$ cat config.mk
export PLATFORM = sky130hd
export DESIGN_NAME = irq_pin_detect
export DESIGN_NICKNAME = d
export VERILOG_FILES = /design/src/rtl/irq_det_pkg.sv /design/src/rtl/irq_pin_sync.sv /design/src/rtl/irq_pc_group.sv /design/src/rtl/irq_ext_sense.sv /design/src/rtl/irq_pin_detect.sv
export SDC_FILE = /design/constraint.sdc
export NUM_CORES = 1
export LEC_CHECK = 0
export ABC_AREA = 1
export BUFFER_PORTS_ARGS = -buffer_cell sky130_fd_sc_hd__buf_2
export CAP_MARGIN = 20
export CORE_ASPECT_RATIO = 2
export CORE_MARGIN = 2
export CORE_UTILIZATION = 46
export DETAILED_ROUTE_END_ITERATION = 10
export GPL_TIMING_DRIVEN = 1
export PLACE_DENSITY = 0.8
export SLEW_MARGIN = 20
export SYNTH_ARGS = -nofsm -noshare
export SYNTH_HDL_FRONTEND = slang
export SYNTH_SLANG_ARGS = --single-unit
$ cat constraint.sdc
create_clock -name clk -period 1.25 [get_ports clk]
set_clock_uncertainty 0.1 [all_clocks]
set_input_delay 0.25 -clock clk [delete_from_list [all_inputs] [get_ports clk]]
set_output_delay 0.25 -clock clk [all_outputs]
set_load 0.005 [all_outputs]
$ cat src/rtl/irq_det_pkg.sv
package irq_det_pkg;

  typedef enum logic [1:0] {
    SENSE_LOW  = 2'b00,
    SENSE_ANY  = 2'b01,
    SENSE_FALL = 2'b10,
    SENSE_RISE = 2'b11
  } sense_e;

  // Edge qualification for the dedicated pin; low-level mode never yields an event.
  function automatic logic sense_hit(sense_e mode, logic prv, logic cur);
    logic res;
    case (mode)
      SENSE_ANY:  res = prv ^ cur;
      SENSE_FALL: res = prv & ~cur;
      SENSE_RISE: res = ~prv & cur;
      default:    res = 1'b0;
    endcase
    return res;
  endfunction

  // Sticky flag update: a fresh event outranks the clear strobe.
  function automatic logic flag_next(logic flag, logic clr, logic evt);
    return (flag & ~clr) | evt;
  endfunction

endpackage

$ cat src/rtl/irq_pin_sync.sv
module irq_pin_sync #(
  parameter int   W    = 13,
  parameter logic IDLE = 1'b1
) (
  input  logic         clk,
  input  logic         rst_n,
  input  logic [W-1:0] pin_i,
  output logic [W-1:0] cur_o,
  output logic [W-1:0] prv_o,
  output logic         primed_o
);
  localparam int FILL = 3;
  localparam int CW   = $clog2(FILL + 1);

  logic [W-1:0]  stg1, stg2, prev;
  logic [CW-1:0] fill_cnt;

  always_ff @(posedge clk) begin
    if (!rst_n) begin
      stg1     <= {W{IDLE}};
      stg2     <= {W{IDLE}};
      prev     <= {W{IDLE}};
      fill_cnt <= '0;
    end else begin
      stg1 <= pin_i;
      stg2 <= stg1;
      prev <= stg2;
      if (fill_cnt != CW'(FILL)) fill_cnt <= fill_cnt + 1'b1;
    end
  end

  assign cur_o    = stg2;
  assign prv_o    = prev;
  assign primed_o = (fill_cnt == CW'(FILL));

  // until the pipeline has filled, nothing is reported as valid
  p_unprimed_after_reset_r12: assert property (@(posedge clk)
    $rose(rst_n) |-> !primed_o);

endmodule

$ cat src/rtl/irq_pc_group.sv
module irq_pc_group #(
  parameter int W = 8
) (
  input  logic         clk,
  input  logic         rst_n,
  input  logic [W-1:0] mask_i,
  input  logic [W-1:0] tog_i,
  input  logic         en_i,
  input  logic         clr_i,
  output logic         hit_o,
  output logic         req_o
);
  import irq_det_pkg::*;

  logic flag;

  assign hit_o = |(mask_i & tog_i);

  always_ff @(posedge clk) begin
    if (!rst_n) flag <= 1'b0;
    else        flag <= flag_next(flag, clr_i, hit_o);
  end

  assign req_o = flag & en_i;

  p_flag_sticky_r8: assert property (@(posedge clk) disable iff (!rst_n)
    flag && !clr_i |=> flag);

  p_flag_cleared_r8: assert property (@(posedge clk) disable iff (!rst_n)
    flag && clr_i && !hit_o |=> !flag);

  p_flag_has_cause_r1: assert property (@(posedge clk) disable iff (!rst_n)
    $rose(flag) |-> $past(hit_o));

  p_req_gated_r9: assert property (@(posedge clk) disable iff (!rst_n)
    !en_i |-> !req_o);

endmodule

$ cat src/rtl/irq_ext_sense.sv
module irq_ext_sense (
  input  logic                  clk,
  input  logic                  rst_n,
  input  irq_det_pkg::sense_e   mode_i,
  input  logic                  cur_i,
  input  logic                  prv_i,
  input  logic                  primed_i,
  input  logic                  en_i,
  input  logic                  clr_i,
  output logic                  evt_o,
  output logic                  req_o
);
  import irq_det_pkg::*;

  logic flag;
  logic low_seen;

  assign evt_o    = primed_i & sense_hit(mode_i, prv_i, cur_i);
  assign low_seen = primed_i & ~cur_i;

  always_ff @(posedge clk) begin
    if (!rst_n) flag <= 1'b0;
    else        flag <= flag_next(flag, clr_i, evt_o);
  end

  always_comb begin
    if (mode_i == SENSE_LOW) req_o = en_i & low_seen;
    else                     req_o = en_i & flag;
  end

  p_low_unlatched_r6: assert property (@(posedge clk) disable iff (!rst_n)
    (mode_i == SENSE_LOW) && cur_i |-> !req_o);

  p_low_no_edge_r10: assert property (@(posedge clk) disable iff (!rst_n)
    (mode_i == SENSE_LOW) && !flag |=> !flag);

  p_ext_sticky_r8: assert property (@(posedge clk) disable iff (!rst_n)
    flag && !clr_i |=> flag);

endmodule

$ cat src/rtl/irq_pin_detect.sv
module irq_pin_detect #(
  parameter int G0_W = 8,
  parameter int G1_W = 4
) (
  input  logic                 clk,
  input  logic                 rst_n,
  input  logic                 ext_pin,
  input  logic [G0_W+G1_W-1:0] pc_pins,
  input  logic [1:0]           ext_mode,
  input  logic [G0_W-1:0]      pc_mask0,
  input  logic [G1_W-1:0]      pc_mask1,
  input  logic                 ext_en,
  input  logic [1:0]           pc_en,
  input  logic                 ext_clr,
  input  logic [1:0]           pc_clr,
  output logic                 ext_req,
  output logic [1:0]           pc_req
);
  import irq_det_pkg::*;

  localparam int PC_W = G0_W + G1_W;
  localparam int NPIN = PC_W + 1;

  logic [NPIN-1:0] cur, prv;
  logic            primed;
  logic [PC_W-1:0] pc_tog;
  logic            ext_evt;
  logic [1:0]      pc_hit;

  irq_pin_sync #(.W(NPIN), .IDLE(1'b1)) sync_i (
    .clk(clk), .rst_n(rst_n), .pin_i({pc_pins, ext_pin}),
    .cur_o(cur), .prv_o(prv), .primed_o(primed)
  );

  assign pc_tog = primed ? (cur[NPIN-1:1] ^ prv[NPIN-1:1]) : '0;

  irq_ext_sense ext_i (
    .clk(clk), .rst_n(rst_n), .mode_i(sense_e'(ext_mode)),
    .cur_i(cur[0]), .prv_i(prv[0]), .primed_i(primed),
    .en_i(ext_en), .clr_i(ext_clr), .evt_o(ext_evt), .req_o(ext_req)
  );

  irq_pc_group #(.W(G0_W)) grp0_i (
    .clk(clk), .rst_n(rst_n), .mask_i(pc_mask0), .tog_i(pc_tog[G0_W-1:0]),
    .en_i(pc_en[0]), .clr_i(pc_clr[0]), .hit_o(pc_hit[0]), .req_o(pc_req[0])
  );

  irq_pc_group #(.W(G1_W)) grp1_i (
    .clk(clk), .rst_n(rst_n), .mask_i(pc_mask1), .tog_i(pc_tog[PC_W-1:G0_W]),
    .en_i(pc_en[1]), .clr_i(pc_clr[1]), .hit_o(pc_hit[1]), .req_o(pc_req[1])
  );

  // no event of any kind before the synchronizer has filled
  p_quiet_unprimed_r12: assert property (@(posedge clk) disable iff (!rst_n)
    !primed |-> !ext_evt && (pc_hit == 2'b00));

  // a fully masked group never reports a hit
  p_masked_quiet_r3: assert property (@(posedge clk) disable iff (!rst_n)
    (pc_mask0 == '0) |-> !pc_hit[0]);

endmodule

-- After elaboration in Yosys (flattened, before gate mapping)
Cells that the tools add are included.
- bits in registers: 44
- input bits: 35
- output and inout port bits: 3
- logic and storage cells: 42
- add/subtract/negate cells: 1
- eq/ne operators: 5
- muxes and demuxes: 3
- bitwise logic cells: 23
- reduce and logical (&&, ||, !) cells: 3
- operators with widths (operator ; count):
    12-bit two-way mux ; 1
    12-bit bitwise XOR ; 1
    1-bit bitwise AND ; 11
    8-bit bitwise AND ; 1
    8-bit OR reduction ; 1
    2-bit == test, second input constant ; 3
    1-bit inverter ; 5
    4-bit bitwise AND ; 1
    4-bit OR reduction ; 1
    1-bit OR ; 3
    1-bit case mux with 3 select lines ; 1
    2-bit by 1-bit adder with 2-bit output, second input constant ; 1
    2-bit by 1-bit == test with 1-bit output, second input constant ; 1
    2-bit logical NOT ; 1
    2-bit != test, second input constant ; 1
    1-bit two-way mux ; 1
    1-bit bitwise XOR ; 1

-- Longest topological paths before layout
- depth after elaboration: 5
- mapped depth: 8
- depth with buffers taken out: 8

-- Cells and area by module
From an unflattened synthesis, not the netlist that was laid out.
- cell total of the unflattened synthesis: 245
- area total of the unflattened synthesis: 1767.9 sq um
- by module, submodules not included (module ; instances ; cells each ; area an instance (sq um) ; seq. area each (sq um)):
    irq_pin_sync ; 1 ; 136 ; 1222.4 ; 820.8
    irq_pin_detect ; 1 ; 49 ; 216.5 ; 0.0
    irq_ext_sense ; 1 ; 22 ; 140.1 ; 20.0
    irq_pc_group at grp0_i ; 1 ; 23 ; 108.9 ; 20.0
    irq_pc_group at grp1_i ; 1 ; 15 ; 80.1 ; 20.0

-- Least setup slack after synthesis
No wires, ideal clock.
- path type: register -> output
- from: register sync_i.fill_cnt[0]
- to: output ext_req
- data arrival time: 958 ps
- data required time: 900 ps
- setup slack: -58 ps
- stages on the path, launching flop included: 6
- path buffers: 1
- path through: dfxtp_1 -> ha_1 -> buf_6 -> inv_2 -> o21ai_0 -> o211a_1
- word-level cells in the longest chain between the ends: 4
- RTL lines (what ; line ; source):
    from (decl) ; irq_pin_sync.sv:16 ; logic [CW-1:0] fill_cnt;
    from (signal assigned) ; irq_pin_sync.sv:28 ; if (fill_cnt != CW'(FILL)) fill_cnt <= fill_cnt + 1'b1;
    2-bit == test ; irq_pin_sync.sv:34 ; assign primed_o = (fill_cnt == CW'(FILL));
    1-bit bitwise AND ; irq_ext_sense.sv:19 ; assign low_seen = primed_i & ~cur_i;
    1-bit bitwise AND ; irq_ext_sense.sv:27 ; if (mode_i == SENSE_LOW) req_o = en_i & low_seen;
    1-bit two-way mux ; irq_ext_sense.sv:27 ;
    to (decl) ; irq_pin_detect.sv:16 ; output logic ext_req,
Every way passes these cells.

-- Worst setup path after layout
- from: register sync_i.fill_cnt[1]
- to: output ext_req
Same word-level chain as after synthesis.

==> results.json <==
{
  "outcome": "finished with violations",
  "violations": "setup timing",
  "grt_pass1_wl_mm": 4.11,
  "hold_buffers": 0,
  "drtPass1Iterations": 4,
  "final.fill_count": 336,
  "area_growth_pct": 21.6,
  "power_density_mw_per_mm2": 1340,
  "setup_ws_ns": -0.274,
  "synthCells": 189,
  "grt_overflow_total": 0,
  "cts_tree": "yes",
  "die_x_um": 45.7,
  "final_cell_mix": "43 x nand2_1, 42 x dfxtp_1, 37 x buf_2",
  "max-vdd-ir-drop_mv": 1.22,
  "worst-setup-path-type": "register to output pin",
  "place_ws_ns": -0.0217,
  "cts_buffer_depth": 2,
  "min_period_over_period_pct": 122,
  "synth_cell_type_count": 18,
  "boundaryPins": 38,
  "viasPerCell": 4.58,
  "cts-root-buf": "clkbuf_8",
  "syn_area_mm2": 0.00160,
  "htree_levels": 2,
  "tightest_slew_ns": 0.202,
  "final_hold_viol_count": 0,
  "drc_errors": 0,
  "numPortBuffers": 37,
  "clk_pin_slew_ns": 0.07,
  "crit_arrival_ns": 1.17,
  "grt_pass1_vias": 1091,
  "syn_nets": 227,
  "dp_hpwl_mm": 1.87,
  "grt_start_max_net_pins": 20,
  "synth_top_area_share_pct": 55.0,
  "synth-seq-cells": 44,
  "fin_nets": 269,
  "routedWlPerCell_um": 9.28,
  "min_path_type": "input port to register",
  "final_common_cell": "nand2_1",
  "dp.cells": 255,
  "setup_violations": 2,
  "final_cells": 264,
  "cts_buffers": 5,
  "vias": 1210,
  "gp_congestion": 0.691,
  "routed_wl_mm": 2.45,
  "layout.area.seq_um2": 883,
  "hold_path_depth": 2,
  "ys_warn_count": 0,
  "synth_area_per_cell_um2": 8.47,
  "die_y_um": 87.4,
  "maxSlewViolCount": 0,
  "crit_required_ns": 0.90,
  "die_area_mm2": 0.00400,
  "crit_path_start_kind": "register",
  "clkLatencyLatePin_ns": 0.29,
  "cts_sinks": 44,
  "synth.area.top_cells": "dfxtp_1 55%, or2_1 13%, nand2_1 10%",
  "yosysSeqAreaShare_pct": 55.0,
  "row_count": 30,
  "multiInputGateArea_um2": 583,
  "antenna_found_initial": 0,
  "maxCapViolations": 0,
  "grt_use_total_pct": 14.1,
  "dr.first_iter.drc_count": 11,
  "fin_crit_ns": 1.52,
  "core_mm2": 0.00338,
  "initial_core_util_pct": 47.4,
  "relSlewSlack_pct": 86.5,
  "worstSetupEndpointType": "output pin",
  "diodes": 0,
  "synth_top_cell_by_area": "dfxtp_1",
  "grt_setup_unrepaired": "true",
  "ant_nets": 0,
  "p_leak_uw": 0.00108,
  "cp_max_fo": 2,
  "drive_gt1_share_pct": 25.0,
  "r2r_cells": 8,
  "fmax_ghz": 0.656
}
-- cells by family (layout without fill, tap and decap cells) --
group | count (synthesis) | in the layout | share of synthesized area [%]
AOI/OAI and AO/OA | 10 | 10 | 3.44
adders and majority gates | 3 | 3 | 2.35
buffers and inverters | 36 | 79 | 9.77
and+or+nand+nor | 96 | 96 | 29.4
DFF | 44 | 44 | 55.0
-- synth_stat cells, drive strengths merged --
| library cell | number |
|---|---|
| clkbuf | 1 |
| o21ai | 5 |
| nand3 | 6 |
| ha | 3 |
| nor2 | 6 |
| a21oi | 4 |
| dfxtp | 44 |
| or2 | 33 |
| inv | 29 |
| buf | 6 |
| o211a | 1 |
| nand2 | 43 |
| nand4 | 8 |
-- layout make-up --
class,count,share of cell area (%)
flip-flops and latches,44,45.4
multi-input cells,109,30.0
repair buffers,42,12.1
inverters,29,5.72
clock buffers,6,4.24
well taps,32,2.06
clock inverters,2,0.514
-- state kept, by name (all words and copies together) (netlist names) --
| name | count |
|---|---|
| grp0_i.flag | 1 |
| sync_i.prv_o | 13 |
| sync_i.cur_o | 13 |
| grp1_i.flag | 1 |
| sync_i.fill_cnt | 2 |
| ext_i.flag | 1 |
| sync_i.stg1 | 13 |
-- path summary, 6_finish.rpt --
| check | startpoint | end | slack [ns] |
|---|---|---|---|
| max | sync_i.fill_cnt[1] | ext_req | -0.27 |
| min | pc_pins[1] | sync_i.stg1[2] | 0.04 |
| max reg2reg | sync_i.fill_cnt[1] | grp0_i.flag | -0.03 |
| min reg2reg | sync_i.stg1[2] | sync_i.cur_o[2] | 0.30 |
-- metrics by stage --
stage / instance area [um2] / util [%] / total power, uW / setup TNS [ns] / hold WS (ns)
after floorplan: 1620 / - / 1660 / 0 / 0.248
after detailed placement: 1850 / 54.7 / 1770 / -0.0237 / 0.292
after global placement: 1850 / 54.7 / 1760 / 0 / 0.287
final: 1950 / 57.6 / 2600 / -0.308 / 0.0370
after global routing: 1950 / 57.6 / 2750 / -0.495 / 0.0251
after CTS: 1940 / 57.5 / 2640 / -0.350 / 0.0259
-- where the power goes --
| part | switching, uW | internal, uW | total [uW] |
|---|---|---|---|
| Combinational | 105 | 121 | 225 |
| Clock | 429 | 440 | 869 |
| Sequential | 32.6 | 1470 | 1500 |
| Total | 566 | 2030 | 2600 |
-- worst max-delay path, cell delays in order, from the launching register on --
cell and delay, ns:
dfxtp_2 0.36, ha_4 0.15, inv_4 0.03, o21ai_2 0.09
o211a_1 0.16, buf_2 0.11
-- routing by layer --
layer | track usage, % | routed length (um)
met5 | 0 | 0
met4 | 7.01 | 57
met1 | 14.4 | 968
met2 | 24.1 | 1300
met3 | 4.98 | 118
-- timing repair --
| action | 4_1_cts | 5_1_grt |
|---|---|---|
| buffers inserted | 2 | 0 |
| gates resized for setup | 2 | 1 |
| endpoints found under the setup margin | 2 | 3 |
| pin swaps | 6 | 6 |
Power figures use the tool's default switching activity.
